$ cat config.mk
export PLATFORM = sky130hd
export DESIGN_NAME = cs_region_decoder
export DESIGN_NICKNAME = d
export VERILOG_FILES = /design/src/rtl/cs_dec_pkg.sv /design/src/rtl/cs_region_reg.sv /design/src/rtl/cs_region_match.sv /design/src/rtl/cs_priority_pick.sv /design/src/rtl/cs_route.sv /design/src/rtl/cs_region_decoder.sv
export SDC_FILE = /design/constraint.sdc
export NUM_CORES = 1
export LEC_CHECK = 0
export BUFFER_PORTS_ARGS = -buffer_cell sky130_fd_sc_hd__buf_2
export CORE_MARGIN = 2
export CORE_UTILIZATION = 30
export CTS_CLUSTER_DIAMETER = 150
export CTS_CLUSTER_SIZE = 14
export DETAILED_ROUTE_END_ITERATION = 8
export PLACE_DENSITY_LB_ADDON = 0.25
export SYNTH_ARGS = -nofsm -noshare
export SYNTH_HDL_FRONTEND = slang
export SYNTH_SLANG_ARGS = --single-unit
$ cat constraint.sdc
create_clock -name clk -period 4 [get_ports clk]
set_clock_uncertainty 0.15 [all_clocks]
set_input_delay 0.8 -clock clk [delete_from_list [all_inputs] [get_ports clk]]
set_output_delay 0.8 -clock clk [all_outputs]
set_load 0.05 [all_outputs]
$ cat src/rtl/cs_dec_pkg.sv
package cs_dec_pkg;
   localparam int BASE_W   = 6;
   localparam int MASK_W   = 4;
   localparam int CFG_W    = 12;
   localparam int SYS_AW   = 30;
   localparam int PAGE_LSB = 24;
   localparam int OFS_W    = 28;
   localparam logic [CFG_W-1:0] CFG_KEEP = 12'hF7F;

   typedef struct packed {
      logic [MASK_W-1:0] mask;
      logic              spare;
      logic              valid;
      logic [BASE_W-1:0] base;
   } region_cfg_t;

   typedef enum logic [1:0] {RT_NONE, RT_MEM, RT_NAND, RT_FIFO} route_e;

   function automatic logic mask_code_ok(input logic [MASK_W-1:0] m, input logic allow_full);
      case (m)
         4'hF, 4'hE, 4'hC, 4'h8: mask_code_ok = 1'b1;
         4'h0:                   mask_code_ok = allow_full;
         default:                mask_code_ok = 1'b0;
      endcase
   endfunction
endpackage

$ cat src/rtl/cs_region_reg.sv
module cs_region_reg
   import cs_dec_pkg::*;
#(
   parameter bit RESET_VALID     = 1'b0,
   parameter bit ALLOW_FULL_MASK = 1'b0
) (
   input  logic              clk,
   input  logic              rst_n,
   input  logic              wr_en,
   input  logic [CFG_W-1:0]  wr_data,
   output region_cfg_t       cfg_q,
   output logic [MASK_W-1:0] eff_mask,
   output logic              bad_write
);
   region_cfg_t wr_cfg;
   logic        held_ok;
   logic        new_ok;

   assign wr_cfg = region_cfg_t'(wr_data & CFG_KEEP);

   generate
      if (ALLOW_FULL_MASK) begin : g_full
         assign held_ok = mask_code_ok(cfg_q.mask, 1'b1);
         assign new_ok  = mask_code_ok(wr_cfg.mask, 1'b1);
      end else begin : g_strict
         assign held_ok = mask_code_ok(cfg_q.mask, 1'b0);
         assign new_ok  = mask_code_ok(wr_cfg.mask, 1'b0);
      end
   endgenerate

   always_ff @(posedge clk or negedge rst_n) begin
      if (!rst_n) begin
         cfg_q.mask  <= '1;
         cfg_q.spare <= 1'b0;
         cfg_q.valid <= RESET_VALID;
         cfg_q.base  <= '0;
      end else if (wr_en) begin
         cfg_q <= wr_cfg;
      end
   end

   assign eff_mask  = held_ok ? cfg_q.mask : '1;
   assign bad_write = wr_en & ~new_ok;


   spare_zero_chk: assert property (@(posedge clk) disable iff (!rst_n) !cfg_q.spare);

   eff_legal_chk: assert property (@(posedge clk) disable iff (!rst_n)
      (cfg_q.mask != eff_mask) |-> (eff_mask == 4'hF));
endmodule

$ cat src/rtl/cs_region_match.sv
module cs_region_match
   import cs_dec_pkg::*;
(
   input  region_cfg_t       cfg,
   input  logic [MASK_W-1:0] eff_mask,
   input  logic [SYS_AW-1:0] addr,
   output logic              hit
);
   logic [BASE_W-1:0] cmp_en;
   logic [BASE_W-1:0] diff;

   assign cmp_en = {2'b11, eff_mask};
   assign diff   = addr[SYS_AW-1:PAGE_LSB] ^ cfg.base;
   assign hit    = cfg.valid && ((diff & cmp_en) == '0);
endmodule

$ cat src/rtl/cs_priority_pick.sv
module cs_priority_pick #(
   parameter int N = 8,
   localparam int IDX_W = (N > 1) ? $clog2(N) : 1
) (
   input  logic [N-1:0]     req,
   output logic [N-1:0]     grant,
   output logic [IDX_W-1:0] idx,
   output logic             any,
   output logic             multi
);
   always_comb begin
      idx = '0;
      for (int i = N - 1; i >= 0; i--) begin
         if (req[i]) idx = IDX_W'(i);
      end
   end

   assign any   = |req;
   assign multi = |(req & (req - N'(1)));
   assign grant = any ? (N'(1) << idx) : '0;
endmodule

$ cat src/rtl/cs_route.sv
module cs_route
   import cs_dec_pkg::*;
#(
   parameter int IDX_W = 3
) (
   input  logic             any,
   input  logic [IDX_W-1:0] idx,
   input  logic [1:0]       kind,
   input  logic             pf_en,
   input  logic [IDX_W-1:0] pf_cs,
   output route_e           route
);
   always_comb begin
      route = RT_NONE;
      if (any) begin
         if (kind == 2'd0)                  route = RT_MEM;
         else if (pf_en && (pf_cs == idx)) route = RT_FIFO;
         else                               route = RT_NAND;
      end
   end
endmodule

$ cat src/rtl/cs_region_decoder.sv
module cs_region_decoder
   import cs_dec_pkg::*;
#(
   parameter int NUM_CS          = 8,
   parameter bit ALLOW_FULL_MASK = 1'b0,
   localparam int IDX_W = (NUM_CS > 1) ? $clog2(NUM_CS) : 1
) (
   input  logic                  clk,
   input  logic                  rst_n,
   input  logic                  cfg_we,
   input  logic [IDX_W-1:0]      cfg_sel,
   input  logic [CFG_W-1:0]      cfg_wdata,
   input  logic [IDX_W-1:0]      cfg_rsel,
   output logic [CFG_W-1:0]      cfg_rdata,
   input  logic [2*NUM_CS-1:0]   region_kind,
   input  logic                  pf_enable,
   input  logic [IDX_W-1:0]      pf_cs,
   input  logic                  acc_valid,
   input  logic [SYS_AW-1:0]     acc_addr,
   output logic [NUM_CS-1:0]     cs_sel,
   output logic                  acc_hit,
   output logic                  to_mem,
   output logic                  to_nand,
   output logic                  to_fifo,
   output logic [OFS_W-1:0]      acc_offset,
   output logic                  overlap_err,
   output logic                  mask_err
);
   localparam logic [IDX_W:0] NCS_L = NUM_CS[IDX_W:0];

   generate
      if (NUM_CS < 2 || NUM_CS > 64) begin : g_bad_count
         $error("cs_region_decoder: NUM_CS must lie in 2..64");
      end
   endgenerate

   region_cfg_t       rcfg   [NUM_CS];
   logic [MASK_W-1:0] reff   [NUM_CS];
   logic [1:0]        rkind  [NUM_CS];
   logic [NUM_CS-1:0] rhit;
   logic [NUM_CS-1:0] rbad;
   logic [NUM_CS-1:0] req;
   logic [NUM_CS-1:0] grant;
   logic [IDX_W-1:0]  pick;
   logic              any;
   logic              multi;
   route_e            route;
   logic              mask_err_q;

   generate
      for (genvar i = 0; i < NUM_CS; i++) begin : g_region
         localparam logic [IDX_W-1:0] MY_ID = IDX_W'(i);
         cs_region_reg #(
            .RESET_VALID     (i == 0),
            .ALLOW_FULL_MASK (ALLOW_FULL_MASK)
         ) u_reg (
            .clk       (clk),
            .rst_n     (rst_n),
            .wr_en     (cfg_we && (cfg_sel == MY_ID)),
            .wr_data   (cfg_wdata),
            .cfg_q     (rcfg[i]),
            .eff_mask  (reff[i]),
            .bad_write (rbad[i])
         );
         cs_region_match u_match (
            .cfg      (rcfg[i]),
            .eff_mask (reff[i]),
            .addr     (acc_addr),
            .hit      (rhit[i])
         );
         assign rkind[i] = region_kind[2*i +: 2];


         invalid_quiet_chk: assert property (@(posedge clk) disable iff (!rst_n)
            cs_sel[i] |-> rcfg[i].valid);
      end
   endgenerate

   assign req = acc_valid ? rhit : '0;

   cs_priority_pick #(.N(NUM_CS)) u_pick (
      .req   (req),
      .grant (grant),
      .idx   (pick),
      .any   (any),
      .multi (multi)
   );

   cs_route #(.IDX_W(IDX_W)) u_route (
      .any   (any),
      .idx   (pick),
      .kind  (rkind[pick]),
      .pf_en (pf_enable),
      .pf_cs (pf_cs),
      .route (route)
   );

   always_ff @(posedge clk or negedge rst_n) begin
      if (!rst_n) mask_err_q <= 1'b0;
      else if (|rbad) mask_err_q <= 1'b1;
   end

   assign cs_sel      = grant;
   assign acc_hit     = any;
   assign overlap_err = multi;
   assign to_mem      = (route == RT_MEM);
   assign to_nand     = (route == RT_NAND);
   assign to_fifo     = (route == RT_FIFO);
   assign acc_offset  = any ? (acc_addr[OFS_W-1:0] & ~{reff[pick], {PAGE_LSB{1'b0}}}) : '0;
   assign mask_err    = mask_err_q;
   assign cfg_rdata   = ({1'b0, cfg_rsel} < NCS_L) ? CFG_W'(rcfg[cfg_rsel]) : '0;


   sel_onehot_chk: assert property (@(posedge clk) disable iff (!rst_n) $onehot0(cs_sel));

   one_route_chk: assert property (@(posedge clk) disable iff (!rst_n)
      $countones({to_mem, to_nand, to_fifo}) == (acc_hit ? 1 : 0));

   fifo_target_chk: assert property (@(posedge clk) disable iff (!rst_n)
      to_fifo |-> (pf_enable && cs_sel[pf_cs]));

   mask_err_sticky_chk: assert property (@(posedge clk) disable iff (!rst_n)
      mask_err |=> mask_err);

   idle_quiet_chk: assert property (@(posedge clk) disable iff (!rst_n)
      !acc_valid |-> (cs_sel == '0 && !to_mem && !to_nand && !to_fifo && !overlap_err));

   miss_offset_chk: assert property (@(posedge clk) disable iff (!rst_n)
      !acc_hit |-> (acc_offset == '0));
endmodule

==> flow_summary_export.csv, run 1 <==
group,metric,value,unit
finish,final_cell_mix,"mux2_2 (99), buf_2 (83), buf_4 (76), dfrtp_1 (56), buf_6 (37)",
sta,setup_viol,16,
synthesis,synth.area.top_cells,"dfrtp_1 (24%), mux2_2 (19%), dfstp_2 (15%)",
finish,area_growth,49.7,%
synthesis,syn_inst,504,
synthesis,netlist.area_leader.share,23.8,%
worst_setup_path,crit_path_start_kind,"primary input",
pwr,finalPower,3.58,mW
finish,final_util,45.5,%
synthesis,synthesis.area,5880,µm²
sta,timing_max_transition_violations_final,0,
route,vias_per_cell,5.06,
route,num_vias,4935,
worst_setup_path,cp.required,3.05,ns
die,die_h,144,µm
sta,max-slew-margin-rel,24.5,%
finish,fin_nets,778,
global_routing,antenna_found_initial,0,
outcome,violations,"negative setup slack",
place,place_hpwl,14.2,mm
cts,clkSlewWorstSetupHoldPaths,0.06,ns
cts,cts_tree,"built",
worst_setup_path,crit_type,"in2out",
route,wl_per_cell,19.8,µm
die,start_util,30.4,%
sta,setup_ws,-0.152,ns
pwr,ir_worst_vdd,0.000289,V
worst_setup_path,path_max_fanout,7,
worst_setup_path,path_delay_family,"simple AND/OR/NAND/NOR gates",
cts,cts_hold_buf,0,
place,dp_cells,944,
synthesis,yosysTopAreaCell,"dfrtp_1",
route,ant_nets,0,
flow_run,maxCapViolCount,0,
worst_setup_path,cp_slowest_cell,"nor4_2",
synthesis,ys_async_sr_fraction,100,%
worst_setup_path,path_buf_inv,5,
worst_setup_path,worstPathCellList,"buf_12, buf_4, xor2_1, nor4_2, buf_4, o2111ai_1, nand2_2, buf_4, nor2_1, and3_1, a32oi_2, o221ai_4, buf_6",
global_routing,gr-total-overflow,0,
global_routing,grt_pass1_wl,28.9,mm
finish,layout_commonest_cell,"mux2_2",
finish,fill_cells,1772,
cts,clockRootBuffer,"clkbuf_16",
sta,rsz0062_at_grt,"true",
route,drtIter0Drc,134,
worst_setup_path,arrival,3.20,ns
die,die_w,144,µm
sta,period_minus_slack,4.15,ns
global_routing,grt_pass1_vias,5144,
place,preCtsSetupSlack,-0.469,ns
outcome,status,"finished with violations",
synthesis,synth.distinct_cells,69,
finish,instances_no_fill,976,
synthesis,synth_edf_count,0,
place,gp_congestion,0.863,
cts,h-tree-depth,3,
pwr,p_leak,3.65,nW
synthesis,ys_ff_latch,89,
place,io_buffers,122,
die,num_rows,51,
die,dieArea,20700,µm²
route,dr.pass1.iters,4,
sta,finalCritPeriodShare,104,%
worst_setup_path,slowest_delay,0.33,ns
synthesis,seq_area_frac_synth,38.6,%
die,ios,126,
worst_setup_path,end_kind,"output port",
min_path,hold_path.class,"reg2reg",
sta,hold_viol_final,0,
die,core-area,19300,µm²
global_routing,grt_max_degree,90,
sta,hold_ws,0.307,ns
synthesis,syn_area_per_cell,11.7,µm²
route,drc,0,
synthesis,synthFlopType,"dfrtp_1",
sta,max_freq,0.241,GHz
cts,insertion_delay,0.34,ns
finish,n_antenna_cell,0,
worst_setup_path,cpMostUsedCell,"buf_4",
global_routing,track_usage,18.6,%
finish,layout-drive-gt1-share,68.2,%
cts,clockBufferDepth,2,
pwr,power_density,407,nW/µm²
synthesis,yosysWarnings,0,
cts,cts_sinks,89,
route,routed_wl,19.3,mm
cts,cts_made_buffers,9,
sta,tightest_slew,1.13,ns
layout make-up:
cell class              count  area, µm²  area share [%]
flip-flops and latches     89       2270            25.8
clock buffers              10        229            2.60
inverters                   4       15.0           0.171
clock inverters             6       67.6           0.768
repair buffers            217       1750            19.9
multi-input cells         385       4140            47.0
well taps                 265        332            3.77
path summary, 6_finish.rpt:
check                                      startpoint                          to  slack [ns]  cells past startpoint
max                                      acc_addr[28]              acc_offset[24]       -0.15                     13
max reg2reg                g_region[2].u_reg.cfg_q[9]  g_region[2].u_reg.cfg_q[9]        3.02                      1
min reg2reg                                  mask_err                    mask_err        0.31                      1
min                                          mask_err                    mask_err        0.31                      1
max in group asynchronous                       rst_n                    mask_err        2.45                      1
min in group asynchronous                       rst_n  g_region[0].u_reg.cfg_q[3]        0.51                      1
Yosys cell counts, types with 2 or more instances:
master and count:
buf_1 2, buf_4 3, mux4_2 22, nor2_1 24, mux2_2 99, xor2_1 38, o311ai_0 2, o21ai_0 13
or4_1 2, nand2_1 26, o221ai_1 3, nor4_1 6, buf_2 3, clkbuf_1 14, a2111o_1 2, a21oi_1 6
dfstp_2 33, o2111a_1 4, nand3b_1 3, nor3b_1 10, nor2b_1 30, o311ai_1 2, nand3_1 7, xnor2_1 11
inv_1 4, and3_1 3, dfrtp_1 56, o2111ai_1 8, nand4_1 3, nor4b_1 5, nand4b_1 3, nand2b_1 10
nor3_1 7, a2bb2oi_1 2, buf_6 4
registers in the layout, summed over array words and instances (netlist names):
register / count
mask_err: 1
g_region.u_reg.cfg_q: 88
kinds of logic (layout without fill, tap and decap cells):
| family | Yosys count | count (layout) | synth area share, % |
|---|---|---|---|
| XOR/XNOR | 50 | 50 | 7.58 |
| multiplexers | 122 | 122 | 27.7 |
| buffers and inverters | 31 | 237 | 2.85 |
| AO/OA/AOI/OAI | 61 | 61 | 8.64 |
| AND/OR/NAND/NOR | 150 | 150 | 14.6 |
| flip-flops | 89 | 89 | 38.6 |
| other | 1 | 2 | 0.0638 |
per-layer routing:
layer  up-vias  GRT usage (%)  part of all wire, %  wire length, µm
met3        26           2.55                  5.1              977
li1       2277              -                    -                -
met1      2486           21.7                   40             7790
met4         0           6.14                  2.3              438
met2       146           35.0                   52            10100
met5         -              0                    0                0
through the flow:
step	TNS (ns)	cell area (µm²)
final	-0.786	8800
after global routing	-1.98	8800
after CTS	-0.824	8400
after detailed placement	-7.07	7490
after global placement	-5.53	7490
after floorplan	-1.33	6060
power by group:
group	internal [mW]	leakage [nW]	switching [mW]
sequential	1.16	1.02	0.203
combinational	0.652	2.50	0.726
clock	0.486	0.139	0.358
timing repair:
| item | in CTS | in global routing |
|---|---|---|
| resized for setup | 138 | 77 |
| pin swaps | 36 | 13 |
| gates cloned | 0 | 2 |
| endpoints found under the hold margin | 0 | 0 |
| setup endpoints to repair | 35 | 34 |
| buffers inserted | 10 | 6 |
Note: power is estimated with default switching activity, not from simulation.
==> inputs of run 2 (changes only) <==
SETUP_SLACK_MARGIN = 0.3   (was default)
==> run 2 against run 1 <==
Effect of this change: the flow still finishes with violations (negative setup slack); setup slack got worse by 0.16 ns; combinational power about the same; critical path type unchanged; first-iteration DRC count increased by 85%; maximum frequency decreased by 3.6%; final area rose by 0.94%; highest routed layer is now met5; routed wire length grew 4.1%; sequential power hardly changed; global-route usage rose by 0.69 points; largest power group unchanged; clock-buffer cell count increased by 4; largest cell class unchanged; total power increased by 2.4%; hold slack improved by 0.0058 ns; sequential share of layout area decreased by 0.24 points.
==> flow_summary_export.csv, run 2 (synthesis gave the netlist of run 1 again) <==
group,metric,value,unit
place,preCtsSetupSlack,-0.745,ns
cts,clkSlewWorstSetupHoldPaths,0.07,ns
die,die_w,144,µm
cts,clockBufferDepth,2,
die,ios,126,
global_routing,grt_pass1_vias,5097,
worst_setup_path,path_delay_family,"buffers and inverters",
route,drtIter0Drc,248,
cts,clockRootBuffer,"clkbuf_16",
finish,fin_nets,777,
sta,timing_max_transition_violations_final,0,
cts,cts_hold_buf,0,
global_routing,grt_pass1_wl,29.4,mm
worst_setup_path,crit_path_start_kind,"primary input",
sta,setup_ws,-0.307,ns
min_path,min_to,"mask_err",
pwr,power.clock.fraction,24.5,%
route,dr.pass1.iters,4,
finish,stdcell_area,8880,µm²
min_path,hold_depth,1,
finish,final_util,46.0,%
worst_setup_path,worstPathCellList,"buf_2, nand2_1, nor4_4, buf_4, o2111ai_1, buf_4, o211a_4, buf_4, o21ai_2, buf_4, a21oi_1, o2111a_1, and4bb_4, buf_8",
route,num_vias,5015,
worst_setup_path,slowest_delay,0.36,ns
cts,h-tree-depth,3,
sta,setup_viol,34,
place,place_hpwl,15.2,mm
sta,finalCritPeriodShare,108,%
pwr,ir_worst_vdd,0.000328,V
pwr,power_density,413,nW/µm²
cts,cts_tree,"built",
outcome,violations,"negative setup slack",
finish,final_cell_mix,"mux2_2 (99), buf_2 (79), buf_4 (73), dfrtp_1 (56), buf_6 (37)",
route,vias_per_cell,5.14,
sta,max-slew-margin-rel,25.8,%
pwr,p_leak,3.67,nW
worst_setup_path,regToRegStartpoint,"g_region[5].u_reg.cfg_q[10]",
worst_setup_path,end_kind,"output port",
route,routed_wl,20.1,mm
pwr,p_sw_share,35.7,%
global_routing,grt_max_degree,90,
finish,regMostFlops,"g_region.u_reg.cfg_q",
outcome,status,"finished with violations",
worst_setup_path,path_buf_inv,6,
finish,layout-drive-gt1-share,67.9,%
place,place_area,7610,µm²
finish,layout_commonest_cell,"mux2_2",
min_path,hold_start,"mask_err",
pwr,seqPwrFrac,37.2,%
global_routing,track_usage,19.3,%
worst_setup_path,cp.required,3.05,ns
route,wl_per_cell,20.6,µm
route,drc,0,
flow_run,maxCapViolCount,0,
sta,max_freq,0.232,GHz
finish,largest_register_ffs,88,
pwr,p_int,2.36,mW
die,num_rows,51,
finish,area_growth,51.1,%
pwr,combPwrFrac,38.4,%
worst_setup_path,cp_slowest_cell,"nor4_4",
die,core-area,19300,µm²
pwr,power.switching,1.31,mW
route,ant_nets,0,
place,gp_congestion,0.916,
min_path,hold_path.class,"reg2reg",
cts,insertion_delay,0.35,ns
worst_setup_path,cpMostUsedCell,"buf_4",
die,dieArea,20700,µm²
worst_setup_path,arrival,3.36,ns
worst_setup_path,reg2reg_slack,3.00,ns
worst_setup_path,reg2reg_depth,2,
sta,hold_viol_final,0,
sta,rsz0062_at_grt,"true",
die,start_util,30.4,%
worst_setup_path,path_max_fanout,6,
cts,cts_sinks,89,
die,die_h,144,µm
global_routing,gr-total-overflow,0,
cts,cts_made_buffers,9,
sta,period_minus_slack,4.31,ns
place,io_buffers,122,
worst_setup_path,crit_type,"in2out",
global_routing,antenna_found_initial,4,
worst_setup_path,regToRegEndpoint,"g_region[5].u_reg.cfg_q[10]",
sta,tightest_slew,1.11,ns
finish,fill_cells,1747,
## run 2: cell count changes in the layout (fill, tap and decap cells not counted), sizes merged
cell / delta
buf: +1
clkbuf: +2
clkinvlp: -2
bufinv: -1
diode: +1
clkinv: -1
## run 2: metal layers
layer | track usage [%] | vias up | share of wire [%]
li1 | - | 2288 | -
met1 | 23.5 | 2475 | 41
met2 | 32.5 | 201 | 48
met3 | 4.47 | 45 | 6.9
met4 | 8.82 | 6 | 4.1
met5 | 0 | - | 0.17
## run 2: power by group through the flow
| stage | logic, mW | clock network (mW) | registers (mW) |
|---|---|---|---|
| global placement | 1.21 | 0 | 1.35 |
| global route | 1.49 | 0.957 | 1.39 |
| detailed placement | 1.22 | 0 | 1.37 |
| CTS | 1.34 | 0.919 | 1.35 |
| floorplan | 0.872 | 0 | 1.30 |
| finish | 1.41 | 0.897 | 1.36 |
## run 2: worst max-delay path by stage
stage / from / endpoint / slack (ns) / depth (start not counted)
2_1_floorplan: acc_addr[27] / to_mem / 0.009 / 10
3_3_place_gp: acc_addr[28] / acc_offset[26] / -0.75 / 13
3_5_place_dp: acc_addr[28] / acc_offset[24] / -0.75 / 13
4_1_cts: acc_addr[28] / to_nand / -0.28 / 11
5_1_grt: acc_valid / to_nand / -0.40 / 14
6_report: acc_valid / to_nand / -0.31 / 14
## run 2: cell type report
cell class | instances | area [µm²] | share of cell area [%]
inverters | 4 | 27.5 | 0.310
clock buffers | 14 | 308 | 3.46
multi-input cells | 385 | 4130 | 46.4
diodes | 1 | 2.50 | 0.0282
well taps | 265 | 332 | 3.73
repair buffers | 216 | 1810 | 20.3
clock inverters | 2 | 12.5 | 0.141
flip-flops and latches | 89 | 2270 | 25.5
## run 2: worst reg2reg max path, cell delays in order (launching register included)
cell	delay [ns]
dfstp_2	0.53
buf_4	0.13
mux2_2	0.14
## run 2: repair_timing
action / CTS / global route
pin swaps: 22 / 16
cloned: 1 / 0
endpoints found under the setup margin: 40 / 39
gates resized for setup: 152 / 52
setup buffers: 8 / 4
## run 2: through the flow
| stage | setup TNS [ns] | power [mW] | hold slack, ns | std cells |
|---|---|---|---|---|
| after floorplan | 0 | 2.17 | 0.347 | 505 |
| after global placement | -12.09 | 2.56 | 0.291 | 946 |
| after detailed placement | -11.74 | 2.59 | 0.314 | 946 |
| after CTS | -2.37 | 3.61 | 0.328 | 971 |
| after global routing | -5.33 | 3.84 | 0.370 | 975 |
| final | -2.66 | 3.67 | 0.313 | 976 |
